`src/rtl/vtg_pkg.sv`:
```
package vtg_pkg;

    typedef enum logic {
        VSTD_60HZ = 1'b0,
        VSTD_50HZ = 1'b1
    } vstd_e;

    typedef struct packed {
        logic line_pulse;
        logic frame_start;
        logic vblank;
        logic field;
    } vtg_flags_t;

    function automatic int unsigned pick_by_std(vstd_e s, int unsigned v60, int unsigned v50);
        return (s == VSTD_50HZ) ? v50 : v60;
    endfunction

endpackage

```
`src/rtl/vtg_line_phase.sv`:
```
module vtg_line_phase
    import vtg_pkg::*;
#(
    parameter int unsigned FRAC_W = 12,
    parameter int unsigned STEP_W = 32,
    parameter int unsigned STEP_A = 8791293,
    parameter int unsigned STEP_B = 8864320
) (
    input  logic  clk,
    input  logic  rst,
    input  vstd_e std_cur,
    output logic  line_tick
);
    localparam int unsigned SUM_W = STEP_W + 1;
    localparam int unsigned LEN_W = SUM_W - FRAC_W;

    logic [FRAC_W-1:0] frac_q;
    logic [LEN_W-1:0]  pos_q;
    logic [LEN_W-1:0]  len_w;
    logic [STEP_W-1:0] step_w;
    logic [SUM_W-1:0]  sum_w;

    always_comb begin
        step_w    = STEP_W'(pick_by_std(std_cur, STEP_A, STEP_B));
        sum_w     = SUM_W'(frac_q) + SUM_W'(step_w);
        len_w     = sum_w[SUM_W-1:FRAC_W];
        line_tick = (pos_q == len_w - LEN_W'(1));
    end

    always_ff @(posedge clk) begin
        if (rst) begin
            frac_q <= '0;
            pos_q  <= '0;
        end else if (line_tick) begin
            frac_q <= sum_w[FRAC_W-1:0];
            pos_q  <= '0;
        end else begin
            pos_q  <= pos_q + LEN_W'(1);
        end
    end

    AST_POS_BELOW_LEN: assert property (@(posedge clk) disable iff (rst)
        pos_q < len_w);

endmodule

```
`src/rtl/vtg_frame_seq.sv`:
```
module vtg_frame_seq
    import vtg_pkg::*;
#(
    parameter int unsigned LINE_W      = 9,
    parameter int unsigned LINES_A     = 263,
    parameter int unsigned LINES_B     = 314,
    parameter int unsigned VBLANK_LINE = 240
) (
    input  logic              clk,
    input  logic              rst,
    input  logic              line_tick,
    input  vstd_e             std_req,
    output vstd_e             std_cur,
    output logic [LINE_W-1:0] line_idx,
    output vtg_flags_t        flags
);
    vstd_e             std_q;
    logic [LINE_W-1:0] line_q;
    logic [LINE_W-1:0] lines_cur;
    logic [LINE_W-1:0] line_next;
    logic              at_last;
    vtg_flags_t        flags_q;

    always_comb begin
        lines_cur = LINE_W'(pick_by_std(std_q, LINES_A, LINES_B));
        at_last   = (line_q == lines_cur - LINE_W'(1));
        line_next = at_last ? '0 : line_q + LINE_W'(1);
    end

    always_ff @(posedge clk) begin
        if (rst) begin
            std_q   <= VSTD_60HZ;
            line_q  <= '0;
            flags_q <= '0;
        end else begin
            flags_q.line_pulse  <= line_tick;
            flags_q.frame_start <= line_tick && at_last;
            if (line_tick) begin
                line_q         <= line_next;
                flags_q.vblank <= (line_next >= LINE_W'(VBLANK_LINE));
                if (at_last) begin
                    flags_q.field <= ~flags_q.field;
                    std_q         <= std_req;
                end
            end
        end
    end

    assign std_cur  = std_q;
    assign line_idx = line_q;
    assign flags    = flags_q;

    AST_LINE_IN_FRAME: assert property (@(posedge clk) disable iff (rst)
        line_q < lines_cur);
    AST_FRAME_NEEDS_LINE: assert property (@(posedge clk) disable iff (rst)
        flags_q.frame_start |-> flags_q.line_pulse);
    AST_VBLANK_TRACKS_LINE: assert property (@(posedge clk) disable iff (rst)
        flags_q.vblank == (line_q >= LINE_W'(VBLANK_LINE)));
    AST_FIELD_ONLY_AT_WRAP: assert property (@(posedge clk) disable iff (rst)
        !$stable(flags_q.field) |-> flags_q.frame_start);
    AST_STD_ONLY_AT_WRAP: assert property (@(posedge clk) disable iff (rst)
        !$stable(std_q) |-> flags_q.frame_start);

endmodule

```
`src/rtl/vtg_timing_gen.sv`:
```
module vtg_timing_gen
    import vtg_pkg::*;
#(
    parameter int unsigned FRAC_W      = 12,
    parameter int unsigned STEP_W      = 32,
    parameter int unsigned STEP_STD0   = 8791293,
    parameter int unsigned STEP_STD1   = 8864320,
    parameter int unsigned LINES_STD0  = 263,
    parameter int unsigned LINES_STD1  = 314,
    parameter int unsigned VBLANK_LINE = 240,
    parameter int unsigned LINE_W      = 9
) (
    input  logic              clk,
    input  logic              rst,
    input  logic              std_sel,
    input  logic              interlace_en,
    output logic              line_pulse,
    output logic              frame_start,
    output logic              vblank,
    output logic              field_odd,
    output logic              field_status,
    output logic [LINE_W-1:0] line_idx
);
    vstd_e      std_cur;
    logic       line_tick;
    vtg_flags_t flags;

    vtg_line_phase #(
        .FRAC_W (FRAC_W),
        .STEP_W (STEP_W),
        .STEP_A (STEP_STD0),
        .STEP_B (STEP_STD1)
    ) u_phase (
        .clk       (clk),
        .rst       (rst),
        .std_cur   (std_cur),
        .line_tick (line_tick)
    );

    vtg_frame_seq #(
        .LINE_W      (LINE_W),
        .LINES_A     (LINES_STD0),
        .LINES_B     (LINES_STD1),
        .VBLANK_LINE (VBLANK_LINE)
    ) u_seq (
        .clk       (clk),
        .rst       (rst),
        .line_tick (line_tick),
        .std_req   (vstd_e'(std_sel)),
        .std_cur   (std_cur),
        .line_idx  (line_idx),
        .flags     (flags)
    );

    assign line_pulse   = flags.line_pulse;
    assign frame_start  = flags.frame_start;
    assign vblank       = flags.vblank;
    assign field_odd    = flags.field;
    assign field_status = flags.field & interlace_en;

    AST_PULSE_ONE_CYCLE: assert property (@(posedge clk) disable iff (rst)
        line_pulse |=> !line_pulse);
    AST_STATUS_FOLLOWS_FIELD: assert property (@(posedge clk) disable iff (rst)
        (interlace_en && !rst) |-> (field_status == field_odd));

endmodule

```
`config.mk`:
```
export PLATFORM = sky130hd
export DESIGN_NAME = vtg_timing_gen
export DESIGN_NICKNAME = d
export VERILOG_FILES = /design/src/rtl/vtg_pkg.sv /design/src/rtl/vtg_line_phase.sv /design/src/rtl/vtg_frame_seq.sv /design/src/rtl/vtg_timing_gen.sv
export SDC_FILE = /design/constraint.sdc
export NUM_CORES = 1
export LEC_CHECK = 0
export ABC_AREA = 1
export CORE_MARGIN = 3
export CORE_UTILIZATION = 25
export DETAILED_ROUTE_END_ITERATION = 8
export PLACE_DENSITY = 0.45
export SLEW_MARGIN = 20
export SYNTH_ARGS = -nofsm -noshare
export SYNTH_HDL_FRONTEND = slang
export SYNTH_SLANG_ARGS = --single-unit
```
`constraint.sdc`:
```
create_clock -name clk -period 4.3 [get_ports clk]
set_input_delay 0.645 -clock clk [delete_from_list [all_inputs] [get_ports clk]]
set_output_delay 0.645 -clock clk [all_outputs]
set_load 0.05 [all_outputs]
```
; Word-level counts from Yosys, hierarchy flattened
; Index checks and enable logic that the tools add are counted.
[op_classes]
addsub = 5
order_cmp = 1
n_eq_ne = 2
n_mux = 3
bitwise = 2
reduce_logical = 3
[op_table]
columns = operator, count
row1 = 12-bit by 32-bit adder with 33-bit output, 1
row2 = "21-bit by 1-bit adder with 21-bit output, second input constant", 1
row3 = 21-bit == test, 1
row4 = "21-bit by 1-bit subtractor with 21-bit output, second input constant", 1
row5 = 17-bit two-way mux, 1
row6 = "9-bit by 1-bit adder with 9-bit output, second input constant", 1
row7 = 9-bit == test, 1
row8 = "9-bit by 8-bit greater-or-equal comparator with 1-bit output, second input constant", 1
row9 = 9-bit two-way mux, 1
row10 = "9-bit by 1-bit subtractor with 9-bit output, second input constant", 1
row11 = 6-bit two-way mux, 1
row12 = 2-bit AND reduction, 1
row13 = 2-bit OR reduction, 1
row14 = 1-bit bitwise AND, 1
row15 = 1-bit logical AND, 1
row16 = 1-bit NOT, 1
[word_totals]
register_bits = 47
input_bits = 4
output_inout_bits = 14
word_cells = 24

; Logic depth before layout (Yosys ltp)
[depth]
depth_word = 5
ltp_mapped = 22
mapped_depth_nobuf = 21

; By module
; A second synthesis with hierarchy kept.
[hier_totals]
hier_cells = 416
hier_area_um2 = 2939.1
[by_module_without_submodules]
columns = mod, n_inst, cells_each, area_per_inst_um2, seq_area_each_um2
row1 = vtg_line_phase, 1, 305, 2113.3, 660.6
row2 = vtg_frame_seq, 1, 109, 818.3, 280.3
row3 = vtg_timing_gen, 1, 2, 7.5, 0.0

; Worst setup path before layout
; OpenSTA, ideal clock, no wires.
[synth_timing]
kind = reg-to-reg
from = reg u_seq.std_q, in the netlist u_seq.std_cur
to = reg u_seq.line_q[5], in the netlist u_seq.line_idx[5]
setup_ps = 119
arrival_time_ps = 2686
required_ps = 4181
setup_slack_ps = 1496
stages_incl_launch_ff = 22
n_path_buf = 1
synth_period_minus_slack_ps = 2804
cell_sequence = dfxtp_1 -> inv_1 -> ha_1 -> ha_1 -> nand3_1 -> nand2_1 -> nand3_1 -> nand3_2 -> ha_1 -> inv_1 -> nand2_1 -> nand2_1 -> nor2_1 -> nand2_1 -> nor2_1 -> nand2_1 -> nand3b_4 -> nand2_4 -> inv_4 -> buf_6 -> nand2_1 -> o21ai_1
[synth_between]
elab_chain_cells = 4
word_cells_on_any_way = 8
cone_classes = add/sub (3) / eq/ne (2) / mux (3)
[synth_rtl]
columns = item, line_no
row1 = start: declaration, vtg_frame_seq.sv:17  ; vstd_e std_q;
row2 = start signal: assignment, vtg_frame_seq.sv:43  ; std_q <= std_req;
row3 = 17-bit two-way mux or 6-bit two-way mux (tied branches), vtg_pkg.sv:16  ; return (s == VSTD_50HZ) ? v50 : v60;
row4 = 12-bit by 32-bit adder with 33-bit output or 9-bit by 1-bit subtractor with 9-bit output (tied branches), "vtg_line_phase.sv:25, vtg_frame_seq.sv:26"
row5 = 21-bit by 1-bit subtractor with 21-bit output or 9-bit == test (tied branches), "vtg_line_phase.sv:27, vtg_frame_seq.sv:26"
row6 = 21-bit == test or 9-bit two-way mux (tied branches), "vtg_line_phase.sv:27, vtg_frame_seq.sv:27"
row7 = end signal: assignment, vtg_frame_seq.sv:39  ; line_q <= line_next;
row8 = end: declaration, vtg_frame_seq.sv:18  ; logic [LINE_W-1:0] line_q;
; Several ways; a longest one is shown, not always the timed one.
; A chain may end at the register's enable or synchronous reset.

; Worst setup path after layout
[layout_timing]
from = reg u_seq.std_q, in the netlist u_seq.std_cur
to = reg u_phase.frac_q[5]
[layout_between]
elab_chain_cells = 4
[layout_rtl]
columns = item, line_no
row1 = 17-bit two-way mux *, vtg_pkg.sv:16
row2 = 12-bit by 32-bit adder with 33-bit output *, vtg_line_phase.sv:25  ; sum_w = SUM_W'(frac_q) + SUM_W'(step_w);
row3 = 21-bit by 1-bit subtractor with 21-bit output, vtg_line_phase.sv:27  ; line_tick = (pos_q == len_w - LEN_W'(1));
row4 = 21-bit == test, vtg_line_phase.sv:27
row5 = end signal: assignment, vtg_line_phase.sv:35  ; frac_q <= sum_w[FRAC_W-1:0];
row6 = end: declaration, vtg_line_phase.sv:17  ; logic [FRAC_W-1:0] frac_q;
; Every way passes the cells marked *; elsewhere a longest branch is shown, timed or not.

==> run_results.csv <==
group,metric,value,unit
clock_tree,insertion_delay,0.29,ns
worst_hold_path,min_to,"u_phase.frac_q[0]",
setup_path,worst-r2r-cell-count,19,
yosys,post_synth_xor_area_fraction,4.65,%
setup_path,cp_num_buf_inv,2,
placement,placement.io_buffers,17,
global_route,antenna_found_initial,0,
finish,num_antenna_cells,0,
floorplanning,floorplan.die.height,112,µm
yosys,netlist_top_cells_area,"dfxtp_1 33%, nand2_1 13%, nor2_1 7.6%",
finish,syn2layout_area_growth,16.7,%
power_and_ir_drop,power_frac_clock,49.5,%
clock_tree,max-clock-path-buffers,2,
routing,dr_total_vias,2571,
power_and_ir_drop,total_switching_power,0.205,mW
finish,layout.cells.non_filler,570,
finish,filler_cell_count,1210,
power_and_ir_drop,vdd_ir_drop_max,0.000149,V
clock_tree,path_clk_slew,0.07,ns
routing,antenna_violating_nets_post_route,0,
clock_tree,htree_levels,2,
placement,gp_routability_congestion,0.795,
yosys,synth_cell_type_count,35,
yosys,yosys_register_bits,47,
yosys,synth.area.mux_share,0,%
setup_path,criticalPathCategory,"reg2reg",
sta,final.setup.tns,0,ns
yosys,dominantRegCellSynth,"dfxtp_1",
global_route,grt_pass1_wl,11700,µm
yosys,netlist_area,2820,µm²
sta,period_share,77.8,%
setup_path,r2r_slack,0.95,ns
routing,drt-initial-drc-count,136,
power_and_ir_drop,pwr_cell_area,281,nW/µm²
yosys,post_synth_most_frequent_cells,"99 x nand2_1, 57 x nor2_1, 47 x dfxtp_1",
yosys,largest_family_of_logic_cells_by_synthesized_area,"simple AND/OR/NAND/NOR gates",
setup_path,crit_fanout,27,
yosys,synth-edff-count,0,
yosys,yosysMostFrequentCell,"nand2_1",
yosys,synth-compound-area-share,8.02,%
routing,avgViaCountPerCell,4.51,
yosys,mappedNetlistNets,426,
floorplanning,floorplan.initialDensity,25.8,%
clock_tree,tritoncts.num_buffers,5,
setup_path,timing.critical_path.max_delay_family,"simple AND/OR/NAND/NOR gates",
power_and_ir_drop,power_leakage,1.36,nW
global_route,grtUsageTotal,11.3,%
yosys,sequential_cell_area_fraction_in_the_yosys_report,33.3,%
sta,max_clock_freq,299,MHz
setup_path,critical_path.cell_chain,"inv_1 -> ha_1 -> ha_1 -> nand3_1 -> nand2_1 -> nand3_1 -> nand3_2 -> ha_1 -> nand2_1 -> nand2_1 -> nor2_1 -> nand2_1 -> nor2_1 -> nand2_1 -> nand3b_4 -> nand2_4 -> inv_4 -> nand2_1 -> o21ai_1",
clock_tree,cts_setup_buffers,0,
placement,dp.final_hpwl,5150,µm
clock_tree,clk_root_buffer_cell,"clkbuf_16",
clock_tree,cts-resized-gates,0,
setup_path,crit_arrival,3.53,ns
sta,timing.final.setup_violations,0,
finish,post_route_cells_drive_above_1_share,8.60,%
setup_path,required,4.48,ns
global_route,grt_start_max_net_pins,28,
clock_tree,cts_num_sinks,47,
sta,min_period,3.35,ns
global_route,grt-ovfl-total,0,
floorplanning,ioPinCount,18,
sta,timing.final.hold_violations,0,
finish,fin_nets,445,
power_and_ir_drop,p_seq_share,47.5,%
sta,worst_slew_pin_slew,0.575,ns
setup_path,worst_setup_path_start_kind,"flip-flop",
power_and_ir_drop,internal_power,0.720,mW
placement,place.detailed.instances,562,
routing,postRouteWirelength,6830,µm
sta,finalMaxSlewViolations,0,
floorplanning,horizontal_die_dimension,112,µm
power_and_ir_drop,power.share.combinational,3.0,%
sta,slew_hr,61.6,%
routing,remaining_drc_errors,0,
sta,grt_setup_unrepaired,"false",
sta,worst_clock_skew,0.00655,ns
setup_path,reg2reg_from,"u_seq.std_cur",
floorplanning,placeableCoreArea,10900,µm²
setup_path,critPathSlowestCell,"dfxtp_1",
setup_path,path_common_cell,"nand2_1",
yosys,post_synthesis_share_of_cell_area_spent_on_and_or_nand_and_nor_gates,40.6,%
power_and_ir_drop,power.switching_fraction,22.2,%
yosys,postSynthCellCount,410,
clock_tree,cts_tree,"yes",
routing,routed_wire_length_per_instance,12.0,µm
yosys,ys_async_sr_fraction,0,%
setup_path,cp_slowest_stage_delay,0.50,ns
global_route,via_count_of_the_first_global_routing_pass,2472,
yosys,synth_adder_area_share,5.32,%
worst_hold_path,min_path_cells,2,
worst_hold_path,min-delay-path-class,"reg2reg",
floorplanning,dieArea,12600,µm²
setup_path,reg2reg_to,"u_phase.frac_q[5]",
run,cap_viol_max_count,0,
clock_tree,cts-hold-fix-buffers,0,
routing,detail_route.first_pass.iterations,4,
yosys,synth-warning-count,0,
yosys,synth_area_leader_cell,"dfxtp_1",
setup_path,endpoint_kind,"flip-flop",
yosys,synth_area_per_cell,6.89,µm²
yosys,yosysTopAreaCellShare,33.3,%
status,status,"finished clean",
worst_hold_path,hold_start,"u_phase.frac_q[0]",
floorplanning,core.rowCount,38,
-- cell type report --
class	count	area, µm²	area share [%]
clock inverter	3	43.8	1.33
tap	140	175	5.31
multi-input combinational	309	1660	50.2
clock buffer	5	125	3.80
sequential	47	941	28.5
inverter	49	186	5.65
timing repair buffer	17	170	5.16
-- logic make-up after synthesis --
kind of cell    after synthesis
flops                        47
xor+xnor                     15
simple gates                239
fa+ha+maj                    12
buf+inv                      54
compound gates               43
-- per-layer routing --
layer | vias up | global-route usage (%) | wire [µm] | part of all wire, %
li1 | 1377 | - | - | -
met1 | 1150 | 15.1 | 3550 | 52
met2 | 34 | 18.0 | 2980 | 44
met3 | 10 | 2.16 | 192 | 2.8
met4 | 0 | 4.09 | 111 | 1.6
met5 | - | 0 | 0 | 0
-- through the flow --
stage          utilization, %  total power, mW  hold WS (ns)  setup WS [ns]  area, µm²
6_report                 30.1            0.926         0.460          0.953       3300
5_1_grt                  30.1            0.957         0.478          0.606       3300
4_1_cts                  30.1            0.941         0.463          0.922       3300
3_5_place_dp             28.6            0.478         0.452          0.944       3130
3_3_place_gp             28.6            0.478         0.448           1.02       3130
2_1_floorplan               -            0.471         0.423           1.50       2820
-- flip-flops by register name (all words and copies together) (netlist names) --
signal          flops
u_seq.flags         4
u_phase.frac_q     12
u_phase.pos_q      21
u_seq.std_cur       1
u_seq.line_idx      9
-- tightest hold or removal path: stages (launching register included) --
cell and delay [ns]:
dfxtp_1 0.32, nand2_1 0.06, nand2_1 0.04
-- cell usage in the layout (no fill, tap or decap), drive strengths merged --
master           n
clkbuf           5
nand3b           6
a31oi            2
xor2             9
o21ai           18
ha              12
bufinv           1
or2              5
a21oi           20
xnor2            6
o2111ai          1
inv             49
nor2            62
dfxtp           47
nor3b            3
clkdlybuf4s50   17
nand4           15
clkinv           2
nor4             2
nand3           31
nor3            12
a21o             2
nand2          103
-- power by group through the flow --
| stage | sequential [mW] | combinational [mW] | clock (mW) |
|---|---|---|---|
| floorplan | 0.449 | 0.0217 | 0 |
| global placement | 0.450 | 0.0277 | 0 |
| detailed placement | 0.450 | 0.0277 | 0 |
| CTS | 0.440 | 0.0278 | 0.474 |
| global route | 0.440 | 0.0311 | 0.486 |
| finish | 0.440 | 0.0273 | 0.459 |
-- how the worst max path moves through the flow --
stage	end	from	slack [ns]	depth (start not counted)
final	u_phase.frac_q[5]	u_seq.std_cur	0.95	19
after global routing	u_phase.frac_q[5]	u_seq.std_cur	0.61	20
after CTS	u_phase.frac_q[5]	u_seq.std_cur	0.92	20
after detailed placement	u_phase.frac_q[2]	u_seq.std_cur	0.94	20
after global placement	u_seq.line_idx[3]	u_seq.std_cur	1.02	19
after floorplan	u_seq.line_idx[5]	u_seq.std_cur	1.50	21
Note: power is estimated with default switching activity, not from simulation.
